--- config.mk ---
export PLATFORM = sky130hd
export DESIGN_NAME = zcd_mode_detect
export DESIGN_NICKNAME = d
export VERILOG_FILES = /design/src/rtl/zcd_mode_pkg.sv /design/src/rtl/zcd_disch_timer.sv /design/src/rtl/zcd_hold_modes.sv /design/src/rtl/zcd_freq_map.sv /design/src/rtl/zcd_mode_detect.sv
export SDC_FILE = /design/constraint.sdc
export NUM_CORES = 1
export LEC_CHECK = 0
export BUFFER_PORTS_ARGS = -buffer_cell sky130_fd_sc_hd__buf_4
export CAP_MARGIN = 20
export CORE_MARGIN = 1.5
export CORE_UTILIZATION = 56
export CTS_CLUSTER_SIZE = 16
export DETAILED_ROUTE_END_ITERATION = 6
export PLACE_DENSITY = 0.76
export SLEW_MARGIN = 40
export SYNTH_ARGS = -nofsm -noshare
export SYNTH_HDL_FRONTEND = slang
export SYNTH_SLANG_ARGS = --single-unit
--- constraint.sdc ---
create_clock -name clk -period 5.95 [get_ports clk]
set_input_delay 0.595 -clock clk [delete_from_list [all_inputs] [get_ports clk]]
set_output_delay 0.595 -clock clk [all_outputs]
set_load 0.01 [all_outputs]
--- src/rtl/zcd_mode_pkg.sv ---
`timescale 1ns/1ps
package zcd_mode_pkg;

   typedef enum logic {
      LIM_NORMAL = 1'b0,
      LIM_POWER  = 1'b1
   } lim_sel_e;

   // 1 - 1/8 - 1/32 = 0.84375 of the previous discharge count, never below 1
   function automatic int unsigned tap85(input int unsigned prev);
      int unsigned t;
      t = prev - (prev >> 3) - (prev >> 5);
      return (t == 0) ? 1 : t;
   endfunction

endpackage

--- src/rtl/zcd_disch_timer.sv ---
`timescale 1ns/1ps
module zcd_disch_timer #(
   parameter int W         = 10,
   parameter int CW        = 12,
   parameter int ZC_OFFSET = 50,
   parameter int INIT_DIS  = 40
) (
   input  logic          clk,
   input  logic          rst_n,
   input  logic          gate_off,
   input  logic          smp_valid,
   input  logic [W-1:0]  smp_data,
   output logic          zcd_pulse,
   output logic          zcd_miss,
   output logic [CW-1:0] dis_time,
   output logic [W-1:0]  held_v
);
   import zcd_mode_pkg::*;

   localparam logic [CW-1:0] INIT_C   = CW'(INIT_DIS);
   localparam logic [CW-1:0] TAP0_C   = CW'(tap85(INIT_DIS));
   localparam logic [W:0]    OFS_C    = (W+1)'(ZC_OFFSET);
   localparam logic [CW-1:0] CNT_MAX  = '1;

   generate
      if (ZC_OFFSET <= 0 || ZC_OFFSET >= (1 << W)) begin : g_bad_ofs
         $error("ZC_OFFSET out of ADC range");
      end
      if (INIT_DIS < 1 || INIT_DIS >= (1 << CW)) begin : g_bad_init
         $error("INIT_DIS must fit the discharge counter");
      end
   endgenerate

   logic          active;
   logic          captured;
   logic          seen;
   logic [CW-1:0] cnt;
   logic [CW-1:0] cnt_nxt;
   logic [CW-1:0] tgt;
   logic          hit_tgt;
   logic          drop_det;

   assign cnt_nxt  = (cnt == CNT_MAX) ? cnt : cnt + 1'b1;
   assign hit_tgt  = !captured && (cnt_nxt == tgt);
   assign drop_det = captured && (({1'b0, smp_data} + OFS_C) < {1'b0, held_v});

   always_ff @(posedge clk or negedge rst_n) begin
      if (!rst_n) begin
         active    <= 1'b0;
         captured  <= 1'b0;
         seen      <= 1'b1;
         cnt       <= '0;
         tgt       <= TAP0_C;
         held_v    <= '0;
         dis_time  <= INIT_C;
         zcd_pulse <= 1'b0;
         zcd_miss  <= 1'b0;
      end else begin
         zcd_pulse <= 1'b0;
         if (gate_off) begin
            active   <= 1'b1;
            captured <= 1'b0;
            cnt      <= '0;
            tgt      <= CW'(tap85(32'(dis_time)));
            zcd_miss <= !seen;
            seen     <= 1'b0;
         end else if (active && smp_valid) begin
            cnt <= cnt_nxt;
            if (hit_tgt) begin
               held_v   <= smp_data;
               captured <= 1'b1;
            end else if (drop_det) begin
               zcd_pulse <= 1'b1;
               dis_time  <= cnt_nxt;
               active    <= 1'b0;
               seen      <= 1'b1;
            end
         end
      end
   end

   a_r3_single_pulse: assert property (@(posedge clk) disable iff (!rst_n)
      zcd_pulse |=> !zcd_pulse);
   a_r3_pulse_from_sample: assert property (@(posedge clk) disable iff (!rst_n)
      zcd_pulse |-> ($past(smp_valid) && !$past(gate_off)));
   a_r4_count_moves_with_pulse: assert property (@(posedge clk) disable iff (!rst_n)
      !$stable(dis_time) |-> zcd_pulse);
   a_r4_miss_on_strobe: assert property (@(posedge clk) disable iff (!rst_n)
      !$stable(zcd_miss) |-> $past(gate_off));

endmodule

--- src/rtl/zcd_hold_modes.sv ---
`timescale 1ns/1ps
module zcd_hold_modes #(
   parameter int W         = 10,
   parameter int LIM_ENTER = 137,
   parameter int LIM_EXIT  = 188,
   parameter int OVP_LEVEL = 700
) (
   input  logic         clk,
   input  logic         rst_n,
   input  logic [W-1:0] held_v,
   output logic         lim_low,
   output logic         ovp_req
);
   import zcd_mode_pkg::*;

   localparam logic [W-1:0] ENTER_C = W'(LIM_ENTER);
   localparam logic [W-1:0] EXIT_C  = W'(LIM_EXIT);
   localparam logic [W-1:0] OVP_C   = W'(OVP_LEVEL);

   generate
      if (LIM_ENTER >= LIM_EXIT) begin : g_bad_hyst
         $error("LIM_ENTER must lie below LIM_EXIT");
      end
      if (OVP_LEVEL >= (1 << W) || LIM_EXIT >= (1 << W)) begin : g_bad_range
         $error("mode thresholds exceed ADC range");
      end
   endgenerate

   lim_sel_e sel_q;
   lim_sel_e sel_d;

   always_comb begin
      sel_d = sel_q;
      if (held_v < ENTER_C)
         sel_d = LIM_POWER;
      else if (held_v > EXIT_C)
         sel_d = LIM_NORMAL;
   end

   always_ff @(posedge clk or negedge rst_n) begin
      if (!rst_n) begin
         sel_q   <= LIM_POWER;
         ovp_req <= 1'b0;
      end else begin
         sel_q   <= sel_d;
         ovp_req <= (held_v > OVP_C);
      end
   end

   assign lim_low = (sel_q == LIM_POWER);

   a_r5_enter_power: assert property (@(posedge clk) disable iff (!rst_n)
      $rose(lim_low) |-> ($past(held_v) < ENTER_C));
   a_r6_leave_power: assert property (@(posedge clk) disable iff (!rst_n)
      $fell(lim_low) |-> ($past(held_v) > EXIT_C));
   a_r9_ovp_level: assert property (@(posedge clk) disable iff (!rst_n)
      ovp_req |-> ($past(held_v) > OVP_C));

endmodule

--- src/rtl/zcd_freq_map.sv ---
`timescale 1ns/1ps
module zcd_freq_map #(
   parameter int W         = 10,
   parameter int FW        = 10,
   parameter int CC_KNEE   = 538,
   parameter int CC_END    = 175,
   parameter int F_NOM     = 340,
   parameter int F_MIN     = 104,
   parameter int SLOPE_NUM = 156,
   parameter int SLOPE_SH  = 8,
   parameter bit PIPE_FREQ = 1'b1
) (
   input  logic          clk,
   input  logic          rst_n,
   input  logic [W-1:0]  held_v,
   output logic [FW-1:0] freq_word
);
   localparam int PW = W + 16;
   localparam logic [W-1:0]  KNEE_C  = W'(CC_KNEE);
   localparam logic [W-1:0]  END_C   = W'(CC_END);
   localparam logic [15:0]   SLOPE_C = 16'(SLOPE_NUM);
   localparam logic [FW-1:0] FNOM_C  = FW'(F_NOM);
   localparam logic [FW-1:0] FMIN_C  = FW'(F_MIN);
   localparam logic [PW-1:0] SPAN_C  = PW'(F_NOM - F_MIN);

   generate
      if (CC_END >= CC_KNEE || CC_KNEE >= (1 << W)) begin : g_bad_knee
         $error("CC_END must lie below CC_KNEE within ADC range");
      end
      if (F_MIN > F_NOM || F_NOM >= (1 << FW)) begin : g_bad_freq
         $error("frequency limits inconsistent with FW");
      end
      if (SLOPE_NUM < 1 || SLOPE_NUM > 65535) begin : g_bad_slope
         $error("SLOPE_NUM must fit 16 bits");
      end
   endgenerate

   function automatic logic [FW-1:0] map_f(input logic [W-1:0] h);
      logic [W-1:0]  d;
      logic [PW-1:0] prod;
      logic [PW-1:0] red;
      d    = (h < END_C) ? END_C : ((h > KNEE_C) ? KNEE_C : h);
      prod = PW'(KNEE_C - d) * PW'(SLOPE_C);
      red  = prod >> SLOPE_SH;
      if (red >= SPAN_C)
         return FMIN_C;
      return FNOM_C - red[FW-1:0];
   endfunction

   generate
      if (PIPE_FREQ) begin : g_reg
         always_ff @(posedge clk or negedge rst_n) begin
            if (!rst_n)
               freq_word <= map_f('0);
            else
               freq_word <= map_f(held_v);
         end
      end else begin : g_comb
         assign freq_word = map_f(held_v);
      end
   endgenerate

   a_r8_freq_bounds: assert property (@(posedge clk) disable iff (!rst_n)
      (freq_word >= FMIN_C) && (freq_word <= FNOM_C));
   a_r7_flat_above_knee: assert property (@(posedge clk) disable iff (!rst_n)
      ($past(held_v) >= KNEE_C) |-> (freq_word == FNOM_C || !PIPE_FREQ));

endmodule

--- src/rtl/zcd_mode_detect.sv ---
`timescale 1ns/1ps
module zcd_mode_detect #(
   parameter int W         = 10,
   parameter int CW        = 12,
   parameter int FW        = 10,
   parameter int ZC_OFFSET = 50,
   parameter int INIT_DIS  = 40,
   parameter int LIM_ENTER = 137,
   parameter int LIM_EXIT  = 188,
   parameter int OVP_LEVEL = 700,
   parameter int CC_KNEE   = 538,
   parameter int CC_END    = 175,
   parameter int F_NOM     = 340,
   parameter int F_MIN     = 104,
   parameter int SLOPE_NUM = 156,
   parameter int SLOPE_SH  = 8,
   parameter bit PIPE_FREQ = 1'b1
) (
   input  logic          clk,
   input  logic          rst_n,
   input  logic          gate_off,
   input  logic          smp_valid,
   input  logic [W-1:0]  smp_data,
   output logic          zcd_pulse,
   output logic          zcd_miss,
   output logic [CW-1:0] dis_time,
   output logic [W-1:0]  held_v,
   output logic          lim_low,
   output logic [FW-1:0] freq_word,
   output logic          ovp_req
);
   generate
      if (W < 4 || CW < 4 || FW < 4) begin : g_bad_width
         $error("widths too small");
      end
   endgenerate

   zcd_disch_timer #(
      .W(W), .CW(CW), .ZC_OFFSET(ZC_OFFSET), .INIT_DIS(INIT_DIS)
   ) i_timer (
      .clk(clk), .rst_n(rst_n), .gate_off(gate_off),
      .smp_valid(smp_valid), .smp_data(smp_data),
      .zcd_pulse(zcd_pulse), .zcd_miss(zcd_miss),
      .dis_time(dis_time), .held_v(held_v)
   );

   zcd_hold_modes #(
      .W(W), .LIM_ENTER(LIM_ENTER), .LIM_EXIT(LIM_EXIT), .OVP_LEVEL(OVP_LEVEL)
   ) i_modes (
      .clk(clk), .rst_n(rst_n), .held_v(held_v),
      .lim_low(lim_low), .ovp_req(ovp_req)
   );

   zcd_freq_map #(
      .W(W), .FW(FW), .CC_KNEE(CC_KNEE), .CC_END(CC_END),
      .F_NOM(F_NOM), .F_MIN(F_MIN), .SLOPE_NUM(SLOPE_NUM),
      .SLOPE_SH(SLOPE_SH), .PIPE_FREQ(PIPE_FREQ)
   ) i_freq (
      .clk(clk), .rst_n(rst_n), .held_v(held_v), .freq_word(freq_word)
   );

endmodule

Yosys cells after proc, flatten, opt, wreduce, memory -nomap -nowiden

Cells that the tools add are included.

Magnitude comparators: 7
Reductions and logical operators: 14
Muxes and demuxes: 26
$mul: 1
$add $sub $neg: 6
Bitwise operators: 2
Eq/ne operators: 3

Operators with widths:

| kind                   | number |
|---|---|
| $mux 12                | 4 |
| $mux 10                | 4 |
| $logic_not 32->1       | 1 |
| $sub 32x7->32          | 1 |
| $mul 26x6->24 const B  | 1 |
| $gt 10x10->1 const B   | 2 |
| $lt 10x8->1 const B    | 2 |
| $ge 18x8->1 const B    | 1 |
| $mux 1                 | 18 |
| $sub 12x9->13          | 1 |
| $add 12x1->12 const B  | 1 |
| $eq 12x12->1           | 1 |
| $eq 12x12->1 const B   | 1 |
| $add 10x6->11 const B  | 1 |
| $lt 11x10->1           | 1 |
| $sub 10x10->11 const A | 1 |
| $gt 10x8->1 const B    | 1 |
| $sub 9x10->10 const A  | 1 |
| $reduce_bool 2->1      | 4 |
| $reduce_and 3->1       | 2 |
| $reduce_and 4->1       | 1 |
| $logic_and 1x1->1      | 3 |
| $logic_not 1->1        | 2 |
| $ne 2x2->1 const B     | 1 |
| 2 further kinds        | 3 |

Register bits after elaboration: 63
Output and inout port bits: 36
Logic and storage cells: 71
Input bits: 14

Longest topological paths before layout

Gate-level depths: netlist of run 1.

Depth in word-level cells: 8
Gate-level depth with buffers: 28
Depth with buffers taken out: 27

By module

Synthesis of run 1 repeated with hierarchy kept, for this count alone.

Cells, all modules: 659
Area total of the unflattened synthesis: 6063.3 µm²

Modules (own cells, without submodules):

| module          | area an instance (µm²) | seq. area each (µm²) | times used | cells an instance |
|---|---|---|---|---|
| zcd_disch_timer | 3767.4                 | 1282.5               | 1          | 390 |
| zcd_freq_map    | 2155.8                 | 257.7                | 1          | 255 |
| zcd_hold_modes  | 140.1                  | 51.3                 | 1          | 14 |

Worst setup path before layout of run 1

OpenSTA, ideal clock, no wires.

Path kind: register to register
Start point: register i_timer.held_v[2]
End point: register i_freq.freq_word[6]
Path slack: -0.104 ns
Clock period less this slack: 6.054 ns
Data required time: 5.868 ns
Setup time: 0.082 ns
Arrival: 5.973 ns
Buffers on the path: 1
Cell stages (with the launch flop): 25
Cell sequence: dfrtp_1 > buf_6 > a21oi_1 > nor2_1 > o21ai_0 > nand3_1 > ha_1 > a32oi_4 > nand2_1 > nor4_1 > o31a_1 > fa_1 > ha_1 > inv_1 > fa_1 > inv_1 > ha_1 > and2_1 > a311o_1 > o31ai_4 > o21ai_0 > or3b_2 > a21oi_2 > o211ai_2 > a211o_1

Longest elaborated chain between the ends: 8
Elaborated cells on any way between the ends: 10
Classes of those cells: 2 x add/sub; 1 x mul; 3 x order compare; 4 x mux

Ends and longest elaborated chain:

| element                | line                  | source |
|---|---|---|
| from (decl)            | zcd_disch_timer.sv:16 | `output logic [W-1:0] held_v` |
| from (signal assigned) | zcd_disch_timer.sv:70 | `held_v <= smp_data;` |
| $gt 10x10->1           | zcd_freq_map.sv:42    | `d = (h < END_C) ? END_C : ((h > KNEE_C) ? KNEE_C : h);` |
| $mux 10                | zcd_freq_map.sv:42    |  |
| $mux 10 *              | zcd_freq_map.sv:42    |  |
| $sub 10x10->11 *       | zcd_freq_map.sv:43    | `prod = PW'(KNEE_C - d) * PW'(SLOPE_C);` |
| $mul 26x6->24 *        | zcd_freq_map.sv:43    |  |
| $ge 18x8->1            | zcd_freq_map.sv:45    | `if (red >= SPAN_C)` |
| $mux 1                 | zcd_freq_map.sv:45    |  |
| $mux 10 *              | zcd_freq_map.sv:47    | `return FNOM_C - red[FW-1:0];` |
| to (signal assigned)   | zcd_freq_map.sv:54    | `freq_word <= map_f('0);` |
| to (signal assigned)   | zcd_freq_map.sv:56    | `freq_word <= map_f(held_v);` |
| to (decl)              | zcd_freq_map.sv:16    | `output logic [FW-1:0] freq_word` |

Mark *: on every way between the ends. The rest lies on a longest branch, timed or not.
A chain may end at the register's enable or synchronous reset.

Worst setup path in the final report of run 1

Start point: register i_timer.held_v[0]
End point: register i_freq.freq_word[6]

Same word-level chain as after synthesis.

==> results of run 1 <==
state kept, by name (all words and copies together), names as in the netlist:
name,flops
i_timer.held_v,10
i_timer.zcd_pulse,1
i_modes.ovp_req,1
i_timer.zcd_miss,1
i_timer.dis_time,12
i_timer.tgt,12
i_timer.active,1
i_timer.captured,1
i_modes.lim_low,1
i_timer.seen,1
i_freq.freq_word,10
i_timer.cnt,12
routing by layer:
metal	vias to the layer above	share of wire [%]	routed length, um	track usage (%)
met1	2606	42	6400	32.1
li1	2612	-	-	-
met2	123	53	8070	47.2
met3	24	3.6	543	4.28
met5	-	0	0	0
met4	0	1.5	228	7.99
cells in the final DEF (no fill, tap or decap), types with 12 or more instances in the layout:
cell type  netlist  layout
ha_1            62      59
nor2_1          43      42
buf_4            3      92
xor2_1          29      29
fa_1            15      15
a21o_1          19      19
nand2_1         50      47
nand3_1         14      13
dfstp_2         12      12
inv_1           61      56
nand4_1         14      14
a21oi_1         36      33
nor3_1          18      18
mux2_2          29      29
dfrtp_1         51      47
o21ai_0         35      32
xnor2_1         39      37
logic make-up (layout without fill, tap and decap cells):
logic type	count (synthesis)	after routing	synth area share (%)
fa+ha+maj	77	77	17.3
mux	38	38	6.72
xor+xnor	69	69	9.86
buf+inv	83	174	6.09
flops	63	63	25.7
other cells	2	6	0.121
compound gates	159	159	18.2
simple gates	193	193	16.0
repair_timing:
action / in CTS / in global routing
gates resized for setup: 4 / 37
endpoints found under the setup margin: 4 / 9
setup buffers: 0 / 16
pin swaps: 0 / 29
hold buffers: 0 / 0
metrics by stage:
| step | worst slack, ns | hold slack (ns) |
|---|---|---|
| 5_1_grt | -0.114 | 0.260 |
| 6_report | 0.147 | 0.220 |
| 4_1_cts | 0.00148 | 0.360 |
| 3_5_place_dp | -0.0384 | 0.488 |
| 3_3_place_gp | 0.166 | 0.480 |
| 2_1_floorplan | 0.0240 | 0.299 |
worst max-delay path, delay by kind of cell (launching register included):
kind,cells,cell delay [ns]
compound gates,10,2.38
fa+ha+maj,5,1.69
simple gates,6,1.05
flops,1,0.42
buf+inv,3,0.19
area by class of cell:
cell class | instances | area share [%]
Timing Repair Buffer | 96 | 10.0
Multi-Input combinational cell | 542 | 60.2
Tap cell | 140 | 2.39
Clock inverter | 5 | 0.682
Inverter | 62 | 3.17
Sequential cell | 63 | 21.7
Clock buffer | 11 | 1.79
worst paths after layout:
kind | slack (ns) | from | depth (start not counted) | end
worst min-delay path | 0.22 | rst_n | 1 | i_timer.cnt[6]
min in group clk | 0.50 | smp_data[0] | 2 | i_timer.held_v[0]
max in group asynchronous | 5.28 | rst_n | 1 | i_timer.held_v[6]
worst min register to register | 0.50 | i_timer.zcd_miss | 2 | i_timer.zcd_miss
worst max register to register | 0.15 | i_timer.held_v[0] | 24 | i_freq.freq_word[6]
worst max-delay path | 0.15 | i_timer.held_v[0] | 24 | i_freq.freq_word[6]
==> flow_metrics.env, run 1 <==
export IMPL_synth_distinct_cells=75
export IMPL_syn_avg_cell_area_um2=9.07
export IMPL_via_per_inst=5.84
export IMPL_via_count=5365
export IMPL_critPathMostFrequentCell="ha_4"
export IMPL_ant_nets=0
export IMPL_die_h_um=108
export IMPL_grt_pass1_wl_um=24400
export IMPL_drt_iter0_markers=319
export IMPL_cts_root_buffer="clkbuf_8"
export IMPL_ys_top_cells_by_count="ha_1 (62), inv_1 (61), dfrtp_1 (51), nand2_1 (50), nor2_1 (43)"
export IMPL_dpl_cell_area_mm2=0.00686
export IMPL_synth_top_area_share_pct=20.6
export IMPL_dp_cells=887
export IMPL_cts_num_sinks=63
export IMPL_clk_latency_ns=0.35
export IMPL_post_drt_wl_per_cell_um=16.6
export IMPL_final_cell_area_mm2=0.00734
export IMPL_synth_edf_count=0
export IMPL_overflow=0
export IMPL_path_class="reg -> reg"
export IMPL_port_buffers=49
export IMPL_worst_slew_pin_slew_ns=0.716
export IMPL_gp_congestion=0.896
export IMPL_core_mm2=0.0108
export IMPL_worstPathCellList="a21oi_2 > nor2_2 > o21ai_2 > nand3_2 > ha_4 > a32oi_4 > nand2_2 > nor4_4 > o31a_1 > fa_1 > ha_4 > inv_2 > fa_1 > inv_2 > ha_4 > buf_6 > a311o_1 > o31ai_4 > nand4_1 > a31oi_4 > nand2b_1 > a21o_1 > o211ai_4 > a211o_1"
export IMPL_drc=0
export IMPL_clk_path_buf_depth=2
export IMPL_fill_cells=862
export IMPL_ff_latch_area_mm2=0.00160
export IMPL_area_growth_pct=18.3
export IMPL_multiInputGateArea_mm2=0.00442
export IMPL_grt_pass1_vias=5197
export IMPL_cp_end_kind="flop"
export IMPL_max_stage_delay_ns=0.51
export IMPL_track_usage_pct=26.2
export IMPL_fp_row_count=38
export IMPL_hold_path_class="in -> async"
export IMPL_grt_start_max_net_pins=64
export IMPL_maxSlewViolCount=0
export IMPL_start_util_pct=57.2
export IMPL_dp_hpwl_um=11400
export IMPL_yosysMostFrequentCell="ha_1"
export IMPL_synth_async_reset_ratio_pct=100
export IMPL_start_kind="flop"
export IMPL_synthTopCellsByArea="dfrtp_1 (21%), ha_1 (13%), xnor2_1 (5.5%)"
export IMPL_synth_area_leader_cell="dfrtp_1"
export IMPL_finalHoldViolations=0
export IMPL_cp_data_required_time_ns=6.23
export IMPL_synth_main_ff_cell="dfrtp_1"
export IMPL_crit_fanout=8
export IMPL_period_needed_ns=5.80
export IMPL_fin_crit_sh_pct=97.5
export IMPL_syn_inst=684
export IMPL_critPathSlowestCell="fa_1"
export IMPL_die_x_um=108
export IMPL_insertedDiodeCount=0
export IMPL_post_route_util_pct=67.7
export IMPL_cp_data_arrival_time_ns=6.09
export IMPL_clkSlewWorstSetupHoldPaths_ns=0.08
export IMPL_cts_buffers=9
export IMPL_finalSetupViolations=0
export IMPL_htreeDepth=3
export IMPL_yosysWarningCount=0
export IMPL_io_pins=50
export IMPL_fmax_ghz=0.172
export IMPL_layout_nets=865
export IMPL_setup_tns_ns=0
export IMPL_fin_cells=919
export IMPL_antenna_found_initial=0
export IMPL_drive_gt1_share_pct=25.9
export IMPL_rsz0062_at_grt="true"
export IMPL_status="complete, no violations"
export IMPL_ys_seq_area_share_pct=25.7
export IMPL_drt_total_wl_um=15200
export IMPL_tritoncts="done"
export IMPL_first_pass_iters=5
export IMPL_dieArea_mm2=0.0117
export IMPL_relSlewSlack_pct=51.9
export IMPL_maxCapViolCount=0
export IMPL_ys_ff_latch=63
export IMPL_skew_ns=0.0125
export IMPL_syn_area_mm2=0.00620
Power of run 1 is not shown: default switching activity piles up to over one toggle a cycle in this logic, so the estimate is an artifact.
==> run 2: changes to the inputs <==
- CAP_MARGIN: 20 -> default
- RECOVER_POWER: default -> 100
==> flow_metrics.env, run 2 (synthesis results as in run 1) <==
export IMPL_r2r_start="i_timer.held_v[0]"
export IMPL_start_util_pct=57.2
export IMPL_dp_hpwl_um=11400
export IMPL_hold_path_startpoint="smp_data[0]"
export IMPL_cts_hold_buf=0
export IMPL_antenna_found_initial=0
export IMPL_hold_path_class="in -> reg"
export IMPL_final_common_cell="buf_4"
export IMPL_worst_slew_pin_slew_ns=3.39
export IMPL_maxSlewViolCount=64
export IMPL_status="finished, violations left"
export IMPL_post_drt_wl_per_cell_um=16.6
export IMPL_gp_congestion=0.896
export IMPL_violations="capacitance limit, slew limit"
export IMPL_finalSetupViolations=0
export IMPL_fp_row_count=38
export IMPL_drive_gt1_share_pct=25.7
export IMPL_skew_ns=0.0125
export IMPL_drt_total_wl_um=15300
export IMPL_io_pins=50
export IMPL_via_per_inst=5.84
export IMPL_finalHoldViolations=0
export IMPL_cp_end_kind="flop"
export IMPL_via_count=5367
export IMPL_cp_data_required_time_ns=6.23
export IMPL_drt_iter0_markers=319
export IMPL_min_path_cells=2
export IMPL_crit_fanout=8
export IMPL_cts_num_sinks=63
export IMPL_final_cell_area_mm2=0.00733
export IMPL_die_h_um=108
export IMPL_layout_nets=865
export IMPL_drc=0
export IMPL_final_cell_mix="buf_4 (91), ha_1 (59), inv_1 (56)"
export IMPL_fin_crit_sh_pct=97.5
export IMPL_grt_start_max_net_pins=64
export IMPL_grt_pass1_vias=5197
export IMPL_clk_path_buf_depth=2
export IMPL_port_buffers=49
export IMPL_clk_latency_ns=0.35
export IMPL_min_to="i_timer.held_v[0]"
export IMPL_reg2reg_setup_slack_ns=0.15
export IMPL_reg_top3="i_timer.cnt (12), i_timer.dis_time (12), i_timer.tgt (12)"
export IMPL_cts_buffers=9
export IMPL_grt_pass1_wl_um=24400
export IMPL_rr_endpoint="i_freq.freq_word[6]"
export IMPL_period_needed_ns=5.80
export IMPL_die_x_um=108
export IMPL_r2r_cells=24
export IMPL_tritoncts="done"
export IMPL_cp_data_arrival_time_ns=6.09
export IMPL_fmax_ghz=0.172
export IMPL_critPathMostFrequentCell="ha_4"
export IMPL_relSlewSlack_pct=-126
export IMPL_overflow=0
export IMPL_ant_nets=0
export IMPL_start_kind="flop"
export IMPL_critPathSlowestCell="fa_1"
export IMPL_max_stage_delay_ns=0.51
export IMPL_path_class="reg -> reg"
export IMPL_dieArea_mm2=0.0117
export IMPL_maxCapViolCount=1
export IMPL_insertedDiodeCount=0
export IMPL_cts_root_buffer="clkbuf_8"
export IMPL_dpl_cell_area_mm2=0.00686
export IMPL_track_usage_pct=26.2
export IMPL_core_mm2=0.0108
export IMPL_clkSlewWorstSetupHoldPaths_ns=0.08
export IMPL_area_growth_pct=18.1
export IMPL_rsz0062_at_grt="true"
export IMPL_worstPathCellList="a21oi_2 > nor2_2 > o21ai_2 > nand3_2 > ha_4 > a32oi_4 > nand2_2 > nor4_4 > o31a_1 > fa_1 > ha_4 > inv_2 > fa_1 > inv_2 > ha_4 > buf_6 > a311o_1 > o31ai_4 > nand4_1 > a31oi_4 > nand2b_1 > a21o_1 > o211ai_4 > a211o_1"
export IMPL_first_pass_iters=5
export IMPL_htreeDepth=3
[run 2: changes by cell type in the layout (fill, tap and decap cells not counted), sizes merged]
| cell | previous run | this run |
|---|---|---|
| clkbuf | 11 | 13 |
| buf | 96 | 94 |
[run 2: layout make-up]
| class | count | area, um^2 |
|---|---|---|
| clock buffer | 11 | 131 |
| multi-input combinational | 542 | 4420 |
| fill | 865 | 3510 |
| clock inverter | 5 | 50.0 |
| timing repair buffer | 96 | 724 |
| sequential | 63 | 1600 |
| inverter | 62 | 233 |
| tap | 140 | 175 |
[run 2: per-layer routing]
layer	GRT usage [%]	part of all wire, %	up-vias
met5	0	0	-
met4	7.99	1.5	0
met3	4.28	3.5	24
met2	47.2	53	123
met1	32.1	42	2607
li1	-	-	2613
[run 2: worst max-delay path: cells and delay by family, from the launching register on]
kind	cells	cell delay, ns
AOI/OAI and AO/OA	10	2.38
adders and majority gates	5	1.69
and+or+nand+nor	6	1.05
DFF	1	0.42
buffers and inverters	3	0.19
[run 2: worst max-delay path by stage]
stage                                 start                   to  slack (ns)  depth (start not counted)
final                     i_timer.held_v[0]  i_freq.freq_word[6]        0.15                         24
after global routing      i_timer.held_v[0]  i_freq.freq_word[8]       -0.11                         24
after CTS                 i_timer.held_v[6]  i_freq.freq_word[8]       0.001                         24
after detailed placement  i_timer.held_v[6]  i_freq.freq_word[6]       -0.04                         23
after global placement    i_timer.held_v[6]  i_freq.freq_word[6]        0.17                         23
after floorplan           i_timer.held_v[2]  i_freq.freq_word[6]        0.02                         24
[run 2: metrics by stage]
stage | util [%] | hold slack (ns) | setup slack, ns | cells | TNS (ns)
floorplan | - | 0.299 | 0.0240 | 688 | 0
global placement | 63.3 | 0.480 | 0.166 | 887 | 0
detailed placement | 63.3 | 0.488 | -0.0384 | 887 | -0.0566
CTS | 65.1 | 0.360 | 0.00148 | 903 | 0
global route | 67.6 | 0.493 | -0.114 | 919 | -0.445
finish | 67.6 | 0.499 | 0.147 | 919 | 0
[run 2: what timing repair did]
action                     4_1_cts  5_1_grt
setup endpoints to repair        4        9
pin swaps                        0       29
setup buffers                    0       16
resized for setup                4       37
hold endpoints to repair         0        0
Power of run 2 is left out for the same reason.
==> run 3: changes to the inputs <==
- PLACE_DENSITY: 0.76 -> default
- PLACE_DENSITY_LB_ADDON: default -> 0.12
- TNS_END_PERCENT: default -> 10
==> flow_metrics.env, run 3 (synthesis results as in run 1) <==
export IMPL_relSlewSlack_pct=-126
export IMPL_maxCapViolCount=2
export IMPL_start_util_pct=57.2
export IMPL_cp_data_required_time_ns=6.24
export IMPL_die_h_um=108
export IMPL_violations="capacitance limit, slew limit"
export IMPL_die_x_um=108
export IMPL_clkSlewWorstSetupHoldPaths_ns=0.08
export IMPL_drive_gt1_share_pct=19.9
export IMPL_grt_pass1_wl_um=23100
export IMPL_first_pass_iters=5
export IMPL_crit_fanout=4
export IMPL_dieArea_mm2=0.0117
export IMPL_grt_start_max_net_pins=64
export IMPL_reg_top3="i_timer.cnt (12), i_timer.dis_time (12), i_timer.tgt (12)"
export IMPL_via_per_inst=5.79
export IMPL_drt_total_wl_um=14800
export IMPL_final_cell_mix="inv_1 (60), ha_1 (60), buf_4 (57)"
export IMPL_setup_tns_ns=0
export IMPL_drc=0
export IMPL_startpoint="i_timer.held_v[2]"
export IMPL_via_count=5291
export IMPL_fin_crit_sh_pct=98.5
export IMPL_cts_buffers=9
export IMPL_fmax_ghz=0.171
export IMPL_clk_latency_ns=0.35
export IMPL_cp_data_arrival_time_ns=6.14
export IMPL_cts_num_sinks=63
export IMPL_cts_root_buffer="clkbuf_8"
export IMPL_period_needed_ns=5.86
export IMPL_ant_nets=0
export IMPL_drt_iter0_markers=246
export IMPL_r2r_start="i_timer.held_v[2]"
export IMPL_finalSetupViolations=0
export IMPL_hold_ws_ns=0.491
export IMPL_core_mm2=0.0108
export IMPL_antenna_found_initial=0
export IMPL_skew_ns=0.0126
export IMPL_insertedDiodeCount=0
export IMPL_maxSlewViolCount=75
export IMPL_layout_nets=860
export IMPL_cp_end_kind="flop"
export IMPL_final_cell_area_mm2=0.00719
export IMPL_tritoncts="done"
export IMPL_io_pins=50
export IMPL_dpl_cell_area_mm2=0.00685
export IMPL_start_kind="flop"
export IMPL_finalHoldViolations=0
export IMPL_path_class="reg -> reg"
export IMPL_worst_slew_pin_slew_ns=3.38
export IMPL_dp_hpwl_um=11100
export IMPL_status="finished, violations left"
export IMPL_htreeDepth=3
export IMPL_grt_pass1_vias=5079
export IMPL_fp_row_count=38
export IMPL_clk_path_buf_depth=2
export IMPL_hold_path_class="reg -> reg"
export IMPL_post_drt_wl_per_cell_um=16.2
export IMPL_port_buffers=49
export IMPL_overflow=0
export IMPL_gp_congestion=0.943
export IMPL_track_usage_pct=24.9
export IMPL_hold_path_startpoint="i_timer.zcd_miss"
export IMPL_area_growth_pct=15.8
-- run 3: metrics by stage --
step | utilization, % | cells | setup slack, ns
after floorplan | - | 688 | 0.0240
after global placement | 63.2 | 886 | 0.133
after detailed placement | 63.2 | 886 | -0.0218
after CTS | 65.6 | 902 | -0.0259
after global routing | 66.3 | 914 | -0.115
final | 66.3 | 914 | 0.0914
-- run 3: final timing paths --
kind / end / slack, ns / cells past startpoint
max: i_freq.freq_word[8] / 0.09 / 22
min: i_timer.zcd_miss / 0.49 / 2
max reg2reg: i_freq.freq_word[8] / 0.09 / 22
min reg2reg: i_timer.zcd_miss / 0.49 / 2
max in group asynchronous: i_timer.held_v[3] / 2.39 / 1
min in group asynchronous: i_timer.zcd_pulse / 1.37 / 1
-- run 3: area by class of cell --
class	count	area, um^2
clock buffers	11	141
clock inverters	5	106
fillers	899	3650
inverters	62	233
multi-input cells	542	4360
flip-flops and latches	63	1600
well taps	140	175
repair buffers	91	571
-- run 3: layer usage --
layer	global-route usage (%)	share of wire (%)	vias to the layer above	wire [um]
met5	0	0	-	0
met3	3.50	3.4	26	510
met2	44.4	51	121	7530
li1	-	-	2591	-
met4	9.30	2.2	0	323
met1	30.3	43	2553	6430
-- run 3: repair_timing --
item                                    CTS  global route
hold buffers                              0             0
endpoints found under the hold margin     0             0
setup buffers                             0            12
endpoints found under the setup margin    4             9
pin swaps                                 0            20
resized for setup                         2            29
gates cloned                              0             0
-- run 3: worst max-delay path: stages, from the launching register on --
cell     delay [ns]
dfrtp_1        0.41
nand4_1        0.20
a22oi_2        0.31
nand3_2        0.15
ha_4           0.21
buf_4          0.13
o21ai_0        0.13
nand3_1        0.14
a21oi_1        0.30
ha_1           0.31
xor2_1         0.17
ha_1           0.32
fa_1           0.48
ha_1           0.32
a21o_1         0.19
a311o_1        0.40
o31ai_4        0.31
nand4_1        0.24
a31oi_4        0.26
xnor2_2        0.12
or3_1          0.37
a21o_1         0.19
a21oi_2        0.14
Power of run 3 is left out for the same reason.
